$ cat src/rtl/sc_core_pkg.sv
`timescale 1ns/1ps
package sc_core_pkg;

  localparam int XLEN = 32;
  localparam int REGS = 32;

  localparam logic [5:0] OPC_RTYPE = 6'h00;
  localparam logic [5:0] OPC_JUMP  = 6'h02;
  localparam logic [5:0] OPC_BEQ   = 6'h04;
  localparam logic [5:0] OPC_ORI   = 6'h0D;
  localparam logic [5:0] OPC_LOAD  = 6'h23;
  localparam logic [5:0] OPC_STORE = 6'h2B;

  localparam logic [5:0] FN_ADD = 6'h20;
  localparam logic [5:0] FN_SUB = 6'h22;

  typedef enum logic [1:0] {
    ALU_ADD = 2'd0,
    ALU_SUB = 2'd1,
    ALU_OR  = 2'd2
  } alu_fn_e;

  typedef struct packed {
    logic    dst_is_rd;
    logic    b_is_imm;
    logic    wb_from_mem;
    logic    reg_we;
    logic    mem_we;
    logic    is_branch;
    logic    is_jump;
    logic    sign_ext;
    alu_fn_e alu_fn;
  } ctrl_t;

endpackage

$ cat src/rtl/sc_decode.sv
`timescale 1ns/1ps
module sc_decode
  import sc_core_pkg::*;
(
  input  logic [5:0] op,
  input  logic [5:0] funct,
  output ctrl_t      ctrl
);

  typedef enum logic [1:0] {
    CLS_FUNCT,
    CLS_ADD,
    CLS_SUB,
    CLS_OR
  } alu_cls_e;

  alu_cls_e cls;

  // Main decode: one class per opcode; the ALU class is resolved locally below.
  always_comb begin
    ctrl = '0;
    cls  = CLS_ADD;
    case (op)
      OPC_RTYPE: begin
        ctrl.dst_is_rd = 1'b1;
        ctrl.reg_we    = 1'b1;
        cls            = CLS_FUNCT;
      end
      OPC_ORI: begin
        ctrl.b_is_imm = 1'b1;
        ctrl.reg_we   = 1'b1;
        cls           = CLS_OR;
      end
      OPC_LOAD: begin
        ctrl.b_is_imm    = 1'b1;
        ctrl.sign_ext    = 1'b1;
        ctrl.wb_from_mem = 1'b1;
        ctrl.reg_we      = 1'b1;
        cls              = CLS_ADD;
      end
      OPC_STORE: begin
        ctrl.b_is_imm = 1'b1;
        ctrl.sign_ext = 1'b1;
        ctrl.mem_we   = 1'b1;
        cls           = CLS_ADD;
      end
      OPC_BEQ: begin
        ctrl.is_branch = 1'b1;
        ctrl.sign_ext  = 1'b1;
        cls            = CLS_SUB;
      end
      OPC_JUMP: begin
        ctrl.is_jump = 1'b1;
      end
      default: ;
    endcase

    // Local ALU decode
    case (cls)
      CLS_FUNCT: begin
        if (funct == FN_ADD) begin
          ctrl.alu_fn = ALU_ADD;
        end else if (funct == FN_SUB) begin
          ctrl.alu_fn = ALU_SUB;
        end else begin
          ctrl.alu_fn = ALU_ADD;
          ctrl.reg_we = 1'b0;
        end
      end
      CLS_SUB: ctrl.alu_fn = ALU_SUB;
      CLS_OR:  ctrl.alu_fn = ALU_OR;
      default: ctrl.alu_fn = ALU_ADD;
    endcase
  end

  always_comb begin
    AST_ONE_EFFECT_KIND: assert ($onehot0({ctrl.reg_we, ctrl.mem_we, ctrl.is_branch, ctrl.is_jump}));
  end

endmodule

$ cat src/rtl/sc_regfile.sv
`timescale 1ns/1ps
module sc_regfile #(
  parameter  int W     = 32,
  parameter  int DEPTH = 32,
  localparam int AW    = $clog2(DEPTH)
) (
  input  logic          clk,
  input  logic          rst,
  input  logic [AW-1:0] ra_a,
  input  logic [AW-1:0] ra_b,
  output logic [W-1:0]  rd_a,
  output logic [W-1:0]  rd_b,
  input  logic          we,
  input  logic [AW-1:0] wa,
  input  logic [W-1:0]  wd
);

  logic [W-1:0] regs [DEPTH];

  always_ff @(negedge clk) begin
    if (rst) begin
      for (int i = 0; i < DEPTH; i++) regs[i] <= '0;
    end else if (we) begin
      regs[wa] <= wd;
    end
  end

  assign rd_a = (ra_a == '0) ? '0 : regs[ra_a];
  assign rd_b = (ra_b == '0) ? '0 : regs[ra_b];

  AST_ZERO_REG_UNWRITTEN: assert property (@(negedge clk) disable iff (rst)
    we |-> (wa != '0));

endmodule

$ cat src/rtl/sc_alu.sv
`timescale 1ns/1ps
module sc_alu
  import sc_core_pkg::*;
#(
  parameter int W = 32
) (
  input  logic [W-1:0] a,
  input  logic [W-1:0] b,
  input  alu_fn_e      fn,
  output logic [W-1:0] y,
  output logic         zero
);

  always_comb begin
    case (fn)
      ALU_SUB: y = a - b;
      ALU_OR:  y = a | b;
      default: y = a + b;
    endcase
  end

  assign zero = (y == '0);

endmodule

$ cat src/rtl/sc_dmem.sv
`timescale 1ns/1ps
module sc_dmem #(
  parameter  int W     = 32,
  parameter  int WORDS = 64,
  localparam int AW    = $clog2(WORDS)
) (
  input  logic          clk,
  input  logic          rst,
  input  logic [AW-1:0] idx,
  input  logic          we,
  input  logic [W-1:0]  wdata,
  output logic [W-1:0]  rdata
);

  logic [W-1:0] mem [WORDS];

  always_ff @(negedge clk) begin
    if (rst) begin
      for (int i = 0; i < WORDS; i++) mem[i] <= '0;
    end else if (we) begin
      mem[idx] <= wdata;
    end
  end

  assign rdata = mem[idx];

endmodule

$ cat src/rtl/sc_core.sv
`timescale 1ns/1ps
module sc_core
  import sc_core_pkg::*;
#(
  parameter  int          IMEM_WORDS = 64,
  parameter  int          DMEM_WORDS = 64,
  parameter  logic [31:0] PROGRAM [IMEM_WORDS] = '{default: 32'h0},
  localparam int          IAW = $clog2(IMEM_WORDS),
  localparam int          DAW = $clog2(DMEM_WORDS),
  localparam int          RAW = $clog2(REGS)
) (
  input  logic        clk,
  input  logic        rst,
  output logic [31:0] dbg_pc,
  output logic        dbg_wr_en,
  output logic [4:0]  dbg_wr_idx,
  output logic [31:0] dbg_wr_data
);

  logic [XLEN-1:0] pc_q, pc_plus4, pc_next, br_target, jmp_target;
  logic [XLEN-1:0] instr, ext_imm, rs_val, rt_val, alu_b, alu_y, mem_rd, wb_data;
  logic [RAW-1:0]  f_rs, f_rt, f_rd, dest;
  logic [15:0]     f_imm;
  logic            alu_zero, rf_we, dm_we, take_branch;
  ctrl_t           ctrl;
  logic            unused_bits;

  // Fetch
  assign instr = PROGRAM[pc_q[IAW+1:2]];
  assign f_rs  = instr[25:21];
  assign f_rt  = instr[20:16];
  assign f_rd  = instr[15:11];
  assign f_imm = instr[15:0];
  assign unused_bits = ^{instr[10:6], alu_y[XLEN-1:DAW+2], alu_y[1:0], pc_q[1:0]};

  sc_decode u_dec (
    .op    (instr[31:26]),
    .funct (instr[5:0]),
    .ctrl  (ctrl)
  );

  assign dest  = ctrl.dst_is_rd ? f_rd : f_rt;
  assign rf_we = ctrl.reg_we && !rst && (dest != '0);
  assign dm_we = ctrl.mem_we && !rst;

  sc_regfile #(.W(XLEN), .DEPTH(REGS)) u_rf (
    .clk  (clk),
    .rst  (rst),
    .ra_a (f_rs),
    .ra_b (f_rt),
    .rd_a (rs_val),
    .rd_b (rt_val),
    .we   (rf_we),
    .wa   (dest),
    .wd   (wb_data)
  );

  // Extender and operand select
  assign ext_imm = ctrl.sign_ext ? {{(XLEN-16){f_imm[15]}}, f_imm} : {{(XLEN-16){1'b0}}, f_imm};
  assign alu_b   = ctrl.b_is_imm ? ext_imm : rt_val;

  sc_alu #(.W(XLEN)) u_alu (
    .a    (rs_val),
    .b    (alu_b),
    .fn   (ctrl.alu_fn),
    .y    (alu_y),
    .zero (alu_zero)
  );

  sc_dmem #(.W(XLEN), .WORDS(DMEM_WORDS)) u_dm (
    .clk   (clk),
    .rst   (rst),
    .idx   (alu_y[DAW+1:2]),
    .we    (dm_we),
    .wdata (rt_val),
    .rdata (mem_rd)
  );

  assign wb_data = ctrl.wb_from_mem ? mem_rd : alu_y;

  // Next-address logic
  assign pc_plus4    = pc_q + 32'd4;
  assign br_target   = pc_plus4 + {ext_imm[XLEN-3:0], 2'b00};
  assign jmp_target  = {pc_plus4[XLEN-1:XLEN-4], instr[25:0], 2'b00};
  assign take_branch = ctrl.is_branch && alu_zero;

  always_comb begin
    if (ctrl.is_jump)     pc_next = jmp_target;
    else if (take_branch) pc_next = br_target;
    else                  pc_next = pc_plus4;
  end

  always_ff @(negedge clk) begin
    if (rst) pc_q <= '0;
    else     pc_q <= pc_next;
  end

  assign dbg_pc      = pc_q;
  assign dbg_wr_en   = rf_we;
  assign dbg_wr_idx  = dest;
  assign dbg_wr_data = wb_data;

  AST_RESET_CLEARS_PC: assert property (@(negedge clk)
    rst |=> (pc_q == '0));

  AST_PLAIN_STEP: assert property (@(negedge clk) disable iff (rst)
    (!ctrl.is_jump && !(ctrl.is_branch && (rs_val == rt_val))) |=> (pc_q == $past(pc_q) + 32'd4));

  AST_BRANCH_TARGET: assert property (@(negedge clk) disable iff (rst)
    (ctrl.is_branch && (rs_val == rt_val)) |=> (pc_q == $past(pc_q) + 32'd4 + {$past(ext_imm[XLEN-3:0]), 2'b00}));

  AST_JUMP_REGION: assert property (@(negedge clk) disable iff (rst)
    ctrl.is_jump |=> ((pc_q[XLEN-1:XLEN-4] == $past(pc_plus4[XLEN-1:XLEN-4])) && (pc_q[1:0] == 2'b00)));

  AST_STORE_NO_REG_WRITE: assert property (@(negedge clk) disable iff (rst)
    dm_we |-> !rf_we);

endmodule

$ cat config.mk
export PLATFORM = sky130hd
export DESIGN_NAME = sc_core
export DESIGN_NICKNAME = d
export VERILOG_FILES = /design/src/rtl/sc_core_pkg.sv /design/src/rtl/sc_decode.sv /design/src/rtl/sc_regfile.sv /design/src/rtl/sc_alu.sv /design/src/rtl/sc_dmem.sv /design/src/rtl/sc_core.sv
export SDC_FILE = /design/constraint.sdc
export NUM_CORES = 1
export LEC_CHECK = 0
export BUFFER_PORTS_ARGS = -buffer_cell sky130_fd_sc_hd__buf_2
export CAP_MARGIN = 0
export CORE_MARGIN = 2
export CORE_UTILIZATION = 40
export DETAILED_ROUTE_END_ITERATION = 16
export HOLD_SLACK_MARGIN = 0.06
export PLACE_DENSITY_LB_ADDON = 0.1
export REMOVE_ABC_BUFFERS = 1
export SYNTH_ARGS = -nofsm -noshare
export SYNTH_HDL_FRONTEND = slang
export SYNTH_SLANG_ARGS = --single-unit
$ cat constraint.sdc
create_clock -name clk -period 5.85 [get_ports clk]
set_clock_uncertainty 0.05 [all_clocks]
set_input_delay 0.2925 -clock clk [delete_from_list [all_inputs] [get_ports clk]]
set_output_delay 0.2925 -clock clk [all_outputs]
set_load 0.02 [all_outputs]
==> key figures <==
Worst setup path
  – Crit-path cells: buf_2
  – Worst-path fanout max: 7
  – Critical path type: reg2out
  – Crit path required time: 5510 ps
  – Crit. End Element: output port
  – Reg2reg path depth: 5
  – Slowest Stage Delay on Critical Path: ~480 ps
  – Worst EP arrival: slightly below 4000 ps
  – Top Family by Delay on Critical Path: flip-flops
  – Crit path max-delay cell type: dfxtp_1
  – Crit. path cell count: 1
  – CP Launch Type: flop
  – WP buf/inv: 1

CTS
  – Clk sinks: 30
  – CTS tree: yes
  – Resize count post-CTS: 0
  – Buffers inserted by post-CTS timing repair: 0
  – Post-CTS Hold Buffers: 0
  – CTS root buf: clkbuf_8
  – Clock Latency Late Sink: 340 ps
  – Cts bufs inserted: 5
  – Clk slew on worst S/H paths: 30 ps
  – H-Tree Depth: 2
  – Max Root-Sink Buffers: 2

STA
  – # setup viols final: 0
  – Hold_ws: roughly 430 ps
  – RSZ-0062 raised after global routing: no
  – Setup TNS: 0 ps
  – Slew Viols, Final: 0
  – Endpoints failing hold: 0
  – Slew headroom: 61.8%
  – Worst Max-Slew Pin Slew: around 570 ps

Min path
  – Hold WC Path Type: reg2reg
  – Hold path depth: 1

GRT
  – Total gr overflow: 0
  – Vias in the first global route: between 1,000 and 1,500
  – Global-route wire length before repair: around 5200 um
  – Largest net degree at the start of global routing: 32
  – Initial antenna violation count: 0
  – Tot GR Track Use: 15.0%

Yosys
  – Register area share after synthesis: between 30% and 40%
  – Synth top area share: a little over a third
  – Ranking of synthesized cells by instance count: buf_4, dfxtp_1, a21oi_1, nor2_1, nand3_1
  – Synth area leaders: dfxtp_1, buf_4, a21oi_1, xnor2_1, or4_1
  – Cells after synthesis: between 200 and 250
  – Ys async rst share: 0%
  – Avg Cell Area, Syn: between 8 and 9 um2
  – EDFF count, synth: 0
  – Main synth FF type: dfxtp_1
  – FF+latch count, synth: 30
  – Synthesis Warnings: 0
  – Area of the mapped netlist: between 0.0015 and 0.002 mm2
  – Cell variety after synth: 30
  – Count leader, synth: buf_4
  – Synth area leader: dfxtp_1

Placement
  – Port Buf Inserts: 31
  – Post-DP HPWL: 2300 um
  – Post-Place Cells: roughly 280
  – Post-DP Area: 0.00172 mm2
  – GP Congestion: 0.680

Power and ir drop
  – Pwr Density: between 200 and 300 mW/mm2
  – Leakage: slightly below 0.9 nW
  – Worst vdd ir: about 0.00014 V

Detailed routing
  – Pre-antenna DRT Iters: 4
  – DRC Markers: 0
  – WL/cell: 10.8 um
  – Routed Antenna Nets: 0
  – Vias/cell: approximately 4.9
  – Final wirelength: 3380 um
  – DR vias: 1,528
  – Initial DRC Count: 41

Layout
  – Antenna Diode Count: 0
  – Max reg flops: 30
  – Nets: roughly 270
  – Fraction of layout cells with a size suffix above 1: 17.9%
  – Layout area overhead: 13.7%
  – Non-filler instance count after layout: 313
  – Final Util: 47.6%
  – Final instance area: around 0.0019 mm2

Floorplanning
  – Die area: roughly 0.0047 mm2
  – Chip Width: 68.9 um
  – Starting Density: about two fifths
  – Die Y: a little under 70 um
  – Num rows: 23
  – Ports: a little over 70
  – Core ar.: ~0.0040 mm2

Outcome
  – Status: finished clean

Job
  – Max-cap viol count: 0
[worst paths after layout]
check                             from                     to  slack [ps]
hold reg to reg   dbg_pc[2]$_SDFF_NP0_   dbg_pc[2]$_SDFF_NP0_         430
hold / removal    dbg_pc[2]$_SDFF_NP0_   dbg_pc[2]$_SDFF_NP0_         430
setup / recovery  dbg_pc[4]$_SDFF_NP0_              dbg_pc[4]        1540
setup reg to reg  dbg_pc[2]$_SDFF_NP0_  dbg_pc[30]$_SDFF_NP0_        3430
[metal layers]
layer	share of wire [%]	GRT usage [%]	routed length [um]
met1	46	17.8	1560
met2	45	21.8	1510
met3	7.8	6.49	265
met4	1.2	10.3	42
met5	0	0	0
[placed cells by master (no fill, tap or decap), drive strengths merged]
| cell type | Yosys | routed |
|---|---|---|
| ha | 1 | 1 |
| o21ai | 9 | 9 |
| or4 | 10 | 10 |
| or3 | 9 | 9 |
| nor3 | 5 | 5 |
| nand4 | 7 | 7 |
| and4 | 4 | 4 |
| clkbuf | 3 | 5 |
| o31ai | 6 | 6 |
| o31a | 1 | 1 |
| o21ba | 1 | 1 |
| a21oi | 15 | 15 |
| nand3 | 11 | 11 |
| nor4 | 2 | 2 |
| nor2b | 2 | 2 |
| xnor2 | 8 | 8 |
| nor2 | 15 | 15 |
| conb | 1 | 40 |
| xor2 | 3 | 3 |
| clkinvlp | 0 | 3 |
| nand2 | 8 | 8 |
| and2 | 1 | 1 |
| dfxtp | 30 | 30 |
| mux2 | 1 | 1 |
| inv | 6 | 35 |
| buf | 43 | 31 |
[report_power, final]
| part | switching, W | internal (W) |
|---|---|---|
| Combinational | 0.0000303 | 0.00000333 |
| Sequential | 0.00000288 | 0.000208 |
| Clock | 0.000128 | 0.000107 |
[cells by family (layout without fill, tap and decap cells)]
kind of cell | count (synthesis) | count (layout) | synth area share [%]
buffers and inverters | 52 | 74 | 20.6
other | 1 | 40 | 0.223
AOI/OAI and AO/OA | 32 | 32 | 10.9
muxes | 1 | 1 | 0.668
adders and majority gates | 1 | 1 | 0.742
and+or+nand+nor | 74 | 74 | 25.5
DFF | 30 | 30 | 35.6
xor gates and xnor gates | 11 | 11 | 5.72
[stage by stage]
step	setup slack (ps)	total power, W
after floorplan	2040	0.000273
after global placement	1630	0.000279
after detailed placement	1630	0.000279
after CTS	1520	0.000493
after global routing	1480	0.000515
final	1540	0.000480
[area by class of cell]
| cell class | count | area, um2 |
|---|---|---|
| fill | 436 | 2110 |
| multi-input combinational | 159 | 883 |
| sequential | 30 | 601 |
| timing repair buffer | 31 | 155 |
| clock inverter | 33 | 128 |
| clock buffer | 5 | 68.8 |
| tap | 50 | 62.6 |
| inverter | 5 | 18.8 |
No activity file was read; power rests on OpenSTA's default activity.
